## config.mk

```make
export PLATFORM = sky130hd
export DESIGN_NAME = lifetime_timer
export DESIGN_NICKNAME = d
export VERILOG_FILES = /design/src/rtl/lt_pkg.sv /design/src/rtl/lt_channel.sv /design/src/rtl/lt_readport.sv /design/src/rtl/lifetime_timer.sv
export SDC_FILE = /design/constraint.sdc
export NUM_CORES = 1
export LEC_CHECK = 0
export ABC_CLOCK_PERIOD_IN_PS = 2300
export BUFFER_PORTS_ARGS = -buffer_cell sky130_fd_sc_hd__buf_2
export CAP_MARGIN = 5
export CORE_MARGIN = 1
export CORE_UTILIZATION = 50
export DETAILED_ROUTE_END_ITERATION = 7
export GPL_ROUTABILITY_DRIVEN = 0
export MAX_ROUTING_LAYER = met4
export PLACE_DENSITY = 0.77
export SYNTH_ARGS = -nofsm -noshare
export SYNTH_HDL_FRONTEND = slang
export SYNTH_SLANG_ARGS = --single-unit
```

## constraint.sdc

```tcl
create_clock -name clk -period 2.3 [get_ports clk]
set_input_delay 0.23 -clock clk [delete_from_list [all_inputs] [get_ports clk]]
set_output_delay 0.23 -clock clk [all_outputs]
set_load 0.03 [all_outputs]
```

## src/rtl/lt_pkg.sv

```systemverilog
package lt_pkg;
  localparam int ADDR_W = 8;
  localparam logic [ADDR_W-1:0] OFS_HI = 8'h00;
  localparam logic [ADDR_W-1:0] OFS_LO = 8'h04;

  typedef enum logic [1:0] {SEL_NONE, SEL_HI, SEL_LO} rd_sel_e;

  function automatic rd_sel_e decode_addr(input logic [ADDR_W-1:0] a);
    if (a == OFS_HI) return SEL_HI;
    if (a == OFS_LO) return SEL_LO;
    return SEL_NONE;
  endfunction
endpackage

```

## src/rtl/lt_channel.sv

```systemverilog
module lt_channel #(
  parameter int W = 32
) (
  input  logic         clk,
  input  logic         rst_n,
  input  logic         tick,
  input  logic [W-1:0] load_val,
  output logic [W-1:0] count,
  output logic         expire
);
  localparam logic [W-1:0] ONE = W'(1);

  logic at_zero;
  assign at_zero = (count == '0);
  assign expire  = tick && at_zero;

  always_ff @(posedge clk or negedge rst_n) begin
    if (!rst_n)      count <= '0;
    else if (tick)   count <= at_zero ? load_val : count - ONE;
  end

  a_r2_step_down: assert property (@(posedge clk) disable iff (!rst_n)
    (tick && count != '0) |=> count == $past(count) - ONE);
  a_r3_reload: assert property (@(posedge clk) disable iff (!rst_n)
    (tick && count == '0) |=> count == $past(load_val));
  a_r10_hold_idle: assert property (@(posedge clk) disable iff (!rst_n)
    !tick |=> $stable(count));
endmodule

```

## src/rtl/lt_readport.sv

```systemverilog
module lt_readport
  import lt_pkg::*;
#(
  parameter int W = 32
) (
  input  logic              clk,
  input  logic              rst_n,
  input  logic              rd,
  input  logic [ADDR_W-1:0] addr,
  input  logic [W-1:0]      hi_live,
  input  logic [W-1:0]      lo_live,
  output logic [W-1:0]      rdata
);
  rd_sel_e     sel;
  logic [W-1:0] shadow;

  assign sel = decode_addr(addr);

  always_ff @(posedge clk or negedge rst_n) begin
    if (!rst_n) begin
      shadow <= '0;
      rdata  <= '0;
    end else if (rd) begin
      unique case (sel)
        SEL_HI: begin
          rdata  <= hi_live;
          shadow <= lo_live;
        end
        SEL_LO:   rdata <= shadow;
        default:  rdata <= '0;
      endcase
    end
  end

  a_r7_shadow_hold: assert property (@(posedge clk) disable iff (!rst_n)
    !(rd && sel == SEL_HI) |=> $stable(shadow));
  a_r6_capture_low: assert property (@(posedge clk) disable iff (!rst_n)
    (rd && sel == SEL_HI) |=> shadow == $past(lo_live));
  a_r11_rdata_hold: assert property (@(posedge clk) disable iff (!rst_n)
    !rd |=> $stable(rdata));
  a_r11_unmapped_zero: assert property (@(posedge clk) disable iff (!rst_n)
    (rd && sel == SEL_NONE) |=> rdata == '0);
endmodule

```

## src/rtl/lifetime_timer.sv

```systemverilog
module lifetime_timer
  import lt_pkg::*;
#(
  parameter int W = 32
) (
  input  logic              clk,
  input  logic              rst_n,
  input  logic              run_en,
  input  logic              dbg_mode,
  input  logic              freeze_dbg,
  input  logic              chain_en,
  input  logic [W-1:0]      load_lo,
  input  logic [W-1:0]      load_hi,
  input  logic              bus_rd,
  input  logic              bus_wr,
  input  logic [ADDR_W-1:0] bus_addr,
  input  logic [W-1:0]      bus_wdata,
  output logic [W-1:0]      bus_rdata
);
  logic         tick;
  logic         tick_hi;
  logic         exp_lo;
  logic         exp_hi;
  logic [W-1:0] cnt_lo;
  logic [W-1:0] cnt_hi;

  assign tick    = run_en && !(dbg_mode && freeze_dbg);
  assign tick_hi = chain_en ? exp_lo : tick;

  lt_channel #(.W(W)) u_lo (
    .clk(clk), .rst_n(rst_n), .tick(tick), .load_val(load_lo),
    .count(cnt_lo), .expire(exp_lo)
  );

  lt_channel #(.W(W)) u_hi (
    .clk(clk), .rst_n(rst_n), .tick(tick_hi), .load_val(load_hi),
    .count(cnt_hi), .expire(exp_hi)
  );

  lt_readport #(.W(W)) u_rd (
    .clk(clk), .rst_n(rst_n), .rd(bus_rd), .addr(bus_addr),
    .hi_live(cnt_hi), .lo_live(cnt_lo), .rdata(bus_rdata)
  );

  a_r9_freeze_halt: assert property (@(posedge clk) disable iff (!rst_n)
    (dbg_mode && freeze_dbg) |=> ($stable(cnt_lo) && $stable(cnt_hi)));
  a_r4_chain_borrow: assert property (@(posedge clk) disable iff (!rst_n)
    (chain_en && cnt_lo != '0) |=> $stable(cnt_hi));
  a_r5_free_run: assert property (@(posedge clk) disable iff (!rst_n)
    (!chain_en && run_en && !dbg_mode) |=> !$stable(cnt_hi) || $past(cnt_hi) == '0);
  a_r8_write_inert: assert property (@(posedge clk) disable iff (!rst_n)
    (bus_wr && !bus_rd && bus_wdata != '0) |=> $stable(bus_rdata));
  a_r1_reset_zero: assert property (@(posedge clk)
    !rst_n |-> (cnt_lo == '0 && cnt_hi == '0 && bus_rdata == '0));

  logic unused_exp;
  assign unused_exp = exp_hi;
endmodule

```

==> key figures, run 1 <==
Status
  – Outcome: finished with violations
  – Failing checks: setup timing

CTS
  – Clock Latency Late Sink: 420 ps
  – CTS Buf Count: 17
  – Clk slew on worst S/H paths: 60 ps
  – Htree depth: 4
  – Clk sinks: 128
  – Root Buffer: clkbuf_16
  – CTS tree: built
  – Clock Path Buffers: 2

Pwr
  – Power consumption: 7.33 mW
  – Peak supply drop: 0.579 mV
  – Pwr per Cell Area: 775 nW/um^2
  – Static leakage: 4.29 nW

Routing
  – DRT Wirelength: 23000 microns
  – Number of DRC markers in iteration 0: 798
  – Via-per-instance ratio: 6.53
  – Avg WL per Cell: 21.1 microns
  – Pre-antenna DRT Iters: 6
  – DR vias: 7136
  – DRT antenna net count: 0
  – DR DRC count: 0

Floorplan
  – Core Region: 13500 sq um
  – Die Wd: 121 microns
  – I/O pins: 144
  – Cell Rows: 42
  – Die height: 121 microns
  – Initial Util: 52.2%
  – Die Area: 14500 sq um

Synthesis
  – Synth unique cells: 52
  – FFs w/ async S/R, synth: 100%
  – Synthesis-stage register bit count: 128
  – Gate Count Post-Synth: 716
  – Largest cells by area after synthesis: dfrtp_1 (46%), a2bb2oi_1 (5.5%), mux2_2 (5.3%)
  – Sequential fraction of the synthesis area: 45.6%
  – XOR/XNOR share of the synthesized area: 0%
  – EDFF count, synth: 0
  – Yosys Warn Count: 0
  – Syn Nets: 832
  – Area fraction in and, or, nand and nor cells after synthesis: 14.3%
  – Largest family of logic cells by synthesized area: compound AO/OA/AOI/OAI gates
  – Post-synth top area share: 45.6%
  – Mapped cell area: 7020 sq um
  – Synth Area in Adders: 0.713%
  – Compound-Gate Fraction of Synth Area: 22.1%
  – Synth Flop Type: dfrtp_1
  – Largest area contributor in the netlist: dfrtp_1
  – Multiplexer area fraction after synthesis: 10.3%
  – Mapped Avg Cell Area: 9.81 sq um

Finish
  – Post-route design area: 9460 sq um
  – Layout area overhead: 34.6%
  – Ant diodes: 0
  – Nets@finish: 1020
  – FILL cells: 921
  – Share of layout cells above drive strength 1: 39.4%

Timing
  – Setup ws final: -102 ps
  – Crit path time final: 2400 ps
  – Final setup fails: 9
  – Clk_skew: 6.25 ps
  – Fin. Hold Viols: 0
  – Actual slew at the worst max-slew pin: 813 ps
  – Slew HR: 45.8%
  – Unrepaired setup endpoints after global routing: yes
  – FMAX: 416 MHz
  – Final period util: 104%
  – Slew Viols, Final: 0

Worst hold path
  – Worst hold stages: 2
  – Hold Path Class: primary input to register

Global route
  – First-pass GRT wire length: 34300 microns
  – Initial antenna violation count: 0
  – Largest net degree at the start of global routing: 50
  – All-layer global routing usage: 31.4%
  – Vias in the first global route: 6775
  – GRT overflow: 0

Critical path
  – Crit path launch type: register
  – R2R depth: 5
  – Worst Path Required: 2650 ps
  – Worst Setup End Kind: register
  – Crit path DAT: 2750 ps
  – CP Max Fanout: 5
  – Crit Path Category: register to register

Run
  – Max Cap Viol: 0

Placed design
  – DP Area: 8370 sq um
  – DPL Wire Length: 14600 microns
  – Port Buffers: 110
  – Place WS: -189 ps
==> worst paths after layout <==
kind	from	end	slack, ps
max	u_hi.count[5]$_DFFE_PN0P_	u_hi.count[20]$_DFFE_PN0P_	-100
min	load_lo[31]	u_lo.count[31]$_DFFE_PN0P_	100
max reg2reg	u_hi.count[5]$_DFFE_PN0P_	u_hi.count[20]$_DFFE_PN0P_	-100
min reg2reg	u_rd.shadow[2]$_DFFE_PN0P_	u_rd.shadow[2]$_DFFE_PN0P_	510
max in group asynchronous	rst_n	u_lo.count[14]$_DFFE_PN0P_	1300
min in group asynchronous	rst_n	u_hi.count[10]$_DFFE_PN0P_	350
==> metal layers <==
layer	part of all wire (%)	routed length [microns]	global-route usage [%]
met4	3.6	820	13.3
met3	9.4	2170	5.24
met2	48	11100	49.4
met1	39	8920	40.4
met5	0	0	-
==> where the power goes <==
| part | switching (mW) | total (mW) | internal, mW |
|---|---|---|---|
| clock network | 1.06 | 2.68 | 1.62 |
| logic | 1.04 | 1.94 | 0.893 |
| registers | 0.217 | 2.71 | 2.50 |
==> layout make-up <==
type | count | area (sq um) | area share (%)
sequential | 128 | 3200 | 33.9
tap | 176 | 220 | 2.33
inverter | 76 | 285 | 3.02
multi-input combinational | 459 | 3680 | 38.9
clock buffer | 19 | 443 | 4.68
clock inverter | 13 | 139 | 1.47
timing repair buffer | 222 | 1490 | 15.7
==> stage by stage <==
stage | setup TNS [ps] | util [%] | instances | hold slack (ps)
after global placement | -1260 | 62.2 | 1044 | 261
final | -326 | 70.3 | 1093 | 99.8
after CTS | -99.9 | 67.7 | 1082 | 85.0
after global routing | -1800 | 70.3 | 1093 | 112
after floorplan | 0 | - | 716 | -65.6
after detailed placement | -5680 | 62.2 | 1044 | 272
==> state kept, by name, summed over array words and instances (netlist names) <==
signal / cells
u_rd.rdata: 32
u_rd.shadow: 32
u_hi.count: 32
u_lo.count: 32
==> repair_timing <==
item                       in CTS  in global routing
hold buffers                    1                  0
gates cloned                    1                  1
setup endpoints to repair      64                 53
pin swaps                       7                 21
resized for setup              22                 58
buffers inserted                4                 10
hold endpoints to repair       39                  0
==> cells by family after synthesis <==
kind of cell | after synthesis
fa+ha+maj | 4
mux | 68
simple gates | 171
buf+inv | 129
flops | 128
compound gates | 216
==> layout by cell type (no fill, tap or decap), types with 7 or more instances in the layout <==
cell type	instances
or4_4	11
nor2_1	26
a2bb2oi_1	40
mux2_2	33
mux2i_1	35
dfrtp_1	128
a221oi_1	9
nor3_1	11
a21oi_1	15
or3_1	10
nand3_1	24
a221oi_2	14
buf_2	110
clkbuf_16	17
o21ai_0	31
a22oi_1	9
buf_4	95
nor4_4	7
inv_1	73
nand2_1	27
nand4_1	12
clkinvlp_4	8
buf_6	12
o22ai_1	58
==> critical path, stage by stage, from the launching register on <==
cell	delay, ps
dfrtp_1	440
or3_1	550
or3_4	450
or4_4	460
a221oi_4	260
a2bb2oi_2	160
==> cells in the mapped netlist (2+ instances only) <==
master	number
ha_1	4
a221oi_1	23
o2bb2ai_1	6
nor4_1	7
buf_2	8
nand3_1	24
o21ai_0	33
nand3b_1	4
o211ai_1	2
nor2_1	28
o22ai_1	59
o221a_2	5
nor4b_1	2
o2111ai_1	2
a2bb2oi_1	44
or4_4	2
nor4_2	5
nand4_1	12
mux2i_1	35
nor3b_1	2
or3_1	12
a22oi_1	9
or4_1	13
nand4b_1	4
o21a_1	4
a221o_1	2
clkbuf_1	40
nand2_1	27
or2_2	4
and4_1	3
dfrtp_1	128
a21oi_1	20
mux2_2	33
nor3_1	13
inv_1	76
buf_1	5
Power figures use the tool's default switching activity.
==> run 2, diff against run 1 <==
ABC_CLOCK_PERIOD_IN_PS = 2050   (was 2300)
clock period = 2.05 ns   (was 2.3 ns; I/O delays follow)
==> run 2 against run 1 <==
Against the previous run:
- the flow still finishes with violations (setup timing)
- global-route usage is 9.9 points higher
- final cell count is 6.1% higher
- sequential share of layout area is 5.4 points lower
- via count is 18% higher
- clock skew is 5.6 ps higher
- utilization is 13 points higher
- sequential cell count stayed put
- die area stayed put
- critical path depth is 2 higher
==> key figures, run 2 (synthesis results as in run 1) <==
Status
  – Outcome: finished with violations
  – Failing checks: setup timing

Routing
  – Avg WL per Cell: 29.5 microns
  – Via-per-instance ratio: 7.24
  – Number of DRC markers in iteration 0: 1134
  – Pre-antenna DRT Iters: 6
  – DR vias: 8393
  – DR DRC count: 0
  – DRT antenna net count: 0
  – DRT Wirelength: 34200 microns

Floorplan
  – Core Region: 13500 sq um
  – Cell Rows: 42
  – I/O pins: 144
  – Die Wd: 121 microns
  – Die height: 121 microns
  – Die Area: 14500 sq um
  – Initial Util: 52.2%

Pwr
  – Static leakage: 5.12 nW
  – Peak supply drop: 0.739 mV
  – Power consumption: 9.10 mW
  – Pwr per Cell Area: 810 nW/um^2

Timing
  – Slew HR: 49.2%
  – Unrepaired setup endpoints after global routing: yes
  – Setup ws final: -694 ps
  – Actual slew at the worst max-slew pin: 761 ps
  – Hold slack: 54.3 ps
  – FMAX: 364 MHz
  – Final period util: 134%
  – Crit path time final: 2740 ps
  – Slew Viols, Final: 0
  – Fin. Hold Viols: 0
  – Final setup fails: 64
  – Clk_skew: 11.8 ps
  – TNS Setup: -33160 ps

Placed design
  – DP Area: 8840 sq um
  – DPL Wire Length: 15800 microns
  – Port Buffers: 110

Run
  – Max Cap Viol: 0

Critical path
  – Crit path launch type: register
  – Worst Setup End Kind: register
  – Crit Path Category: register to register
  – CP Max Fanout: 7
  – CP max-delay cell: or4_4
  – WP buf/inv: 2
  – Family with the most delay on the worst path: simple AND/OR/NAND/NOR gates
  – Crit path DAT: 3100 ps
  – Crit-path cells: or4_4 -> nor4_4 -> nand4_1 -> buf_6 -> buf_16 -> a221oi_1 -> a2bb2oi_1
  – Worst Path Required: 2400 ps
  – Crit path largest cell delay: 560 ps

Finish
  – Most frequent cells in the layout: buf_4 (135), dfrtp_1 (128), buf_2 (111)
  – Commonest non-fill, non-tap cell in the layout: buf_4
  – Ant diodes: 0
  – Layout area overhead: 59.9%
  – Share of layout cells above drive strength 1: 52.3%
  – Fin util: 83.5%
  – Post-route design area: 11200 sq um
  – Nets@finish: 1087

Global route
  – Vias in the first global route: 7912
  – Initial antenna violation count: 0
  – GRT overflow: 0
  – All-layer global routing usage: 41.3%
  – Largest net degree at the start of global routing: 48
  – First-pass GRT wire length: 43400 microns

CTS
  – Clock Latency Late Sink: 450 ps
  – CTS Buf Count: 17
  – Root Buffer: clkbuf_16
  – Clock Path Buffers: 2
  – Htree depth: 4
  – Clk sinks: 128
  – CTS tree: built
  – Clk slew on worst S/H paths: 60 ps

Worst hold path
  – Hold Path Class: primary input to register
==> run 2: cell count changes in the layout (fill, tap and decap cells not counted), moves of 10 or more <==
| cell | change |
|---|---|
| a2bb2oi_1 | -23 |
| a221oi_4 | +11 |
| buf_16 | +10 |
| a2bb2oi_2 | +23 |
| a21oi_1 | -14 |
| buf_4 | +40 |
| o21ai_0 | -16 |
| a21oi_4 | +14 |
| o21ai_2 | +10 |
| o22ai_1 | -13 |
==> run 2: worst paths after layout <==
kind / from / to / slack (ps) / depth (start not counted)
worst min register to register: u_rd.shadow[5]$_DFFE_PN0P_ / u_rd.shadow[5]$_DFFE_PN0P_ / 510 / 1
worst min-delay path: load_lo[4] / u_lo.count[4]$_DFFE_PN0P_ / 50 / 3
max in group asynchronous: rst_n / u_rd.shadow[2]$_DFFE_PN0P_ / 980 / 3
worst max register to register: u_lo.count[15]$_DFFE_PN0P_ / u_hi.count[12]$_DFFE_PN0P_ / -690 / 7
worst max-delay path: u_lo.count[15]$_DFFE_PN0P_ / u_hi.count[12]$_DFFE_PN0P_ / -690 / 7
min in group asynchronous: rst_n / u_hi.count[25]$_DFFE_PN0P_ / 270 / 2
==> run 2: final cells by class <==
type                            count  area, sq um
Fill cell                         625         2220
Tap cell                          176          220
Clock inverter                     12          165
Inverter                           76          285
Multi-Input combinational cell    459         4550
Timing Repair Buffer              289         2360
Clock buffer                       20          447
Sequential cell                   128         3200
==> run 2: worst register-to-register path: stages, from the launching register on <==
cell and delay, ps:
dfrtp_1 390, or4_4 560, nor4_4 450, nand4_1 210
buf_6 250, buf_16 180, a221oi_1 400, a2bb2oi_1 220
==> run 2: where the power goes <==
group,switching [mW],internal [mW],leakage [nW]
logic,1.57,1.21,3.13
registers,0.242,2.80,1.68
clock network,1.22,2.05,0.299
==> run 2: metal layers <==
layer / wire [microns] / share of wire [%] / GRT usage (%)
met1: 11000 / 32 / 46.2
met5: 0 / 0 / -
met2: 16200 / 47 / 66.9
met4: 2820 / 8.2 / 28.2
met3: 4220 / 12 / 8.35
==> run 2: timing repair <==
| action | 4_1_cts | 5_1_grt |
|---|---|---|
| cloned | 10 | 5 |
| pin swaps | 54 | 66 |
| hold endpoints to repair | 28 | 0 |
| hold buffers | 1 | 0 |
| gates resized for setup | 128 | 87 |
| endpoints found under the setup margin | 64 | 64 |
| setup buffers | 14 | 21 |
==> run 2: per-stage QoR <==
step | setup slack, ps | cells
3_3_place_gp | -293 | 1080
2_1_floorplan | -241 | 716
4_1_cts | -296 | 1137
3_5_place_dp | -358 | 1080
5_1_grt | -671 | 1160
6_report | -694 | 1160
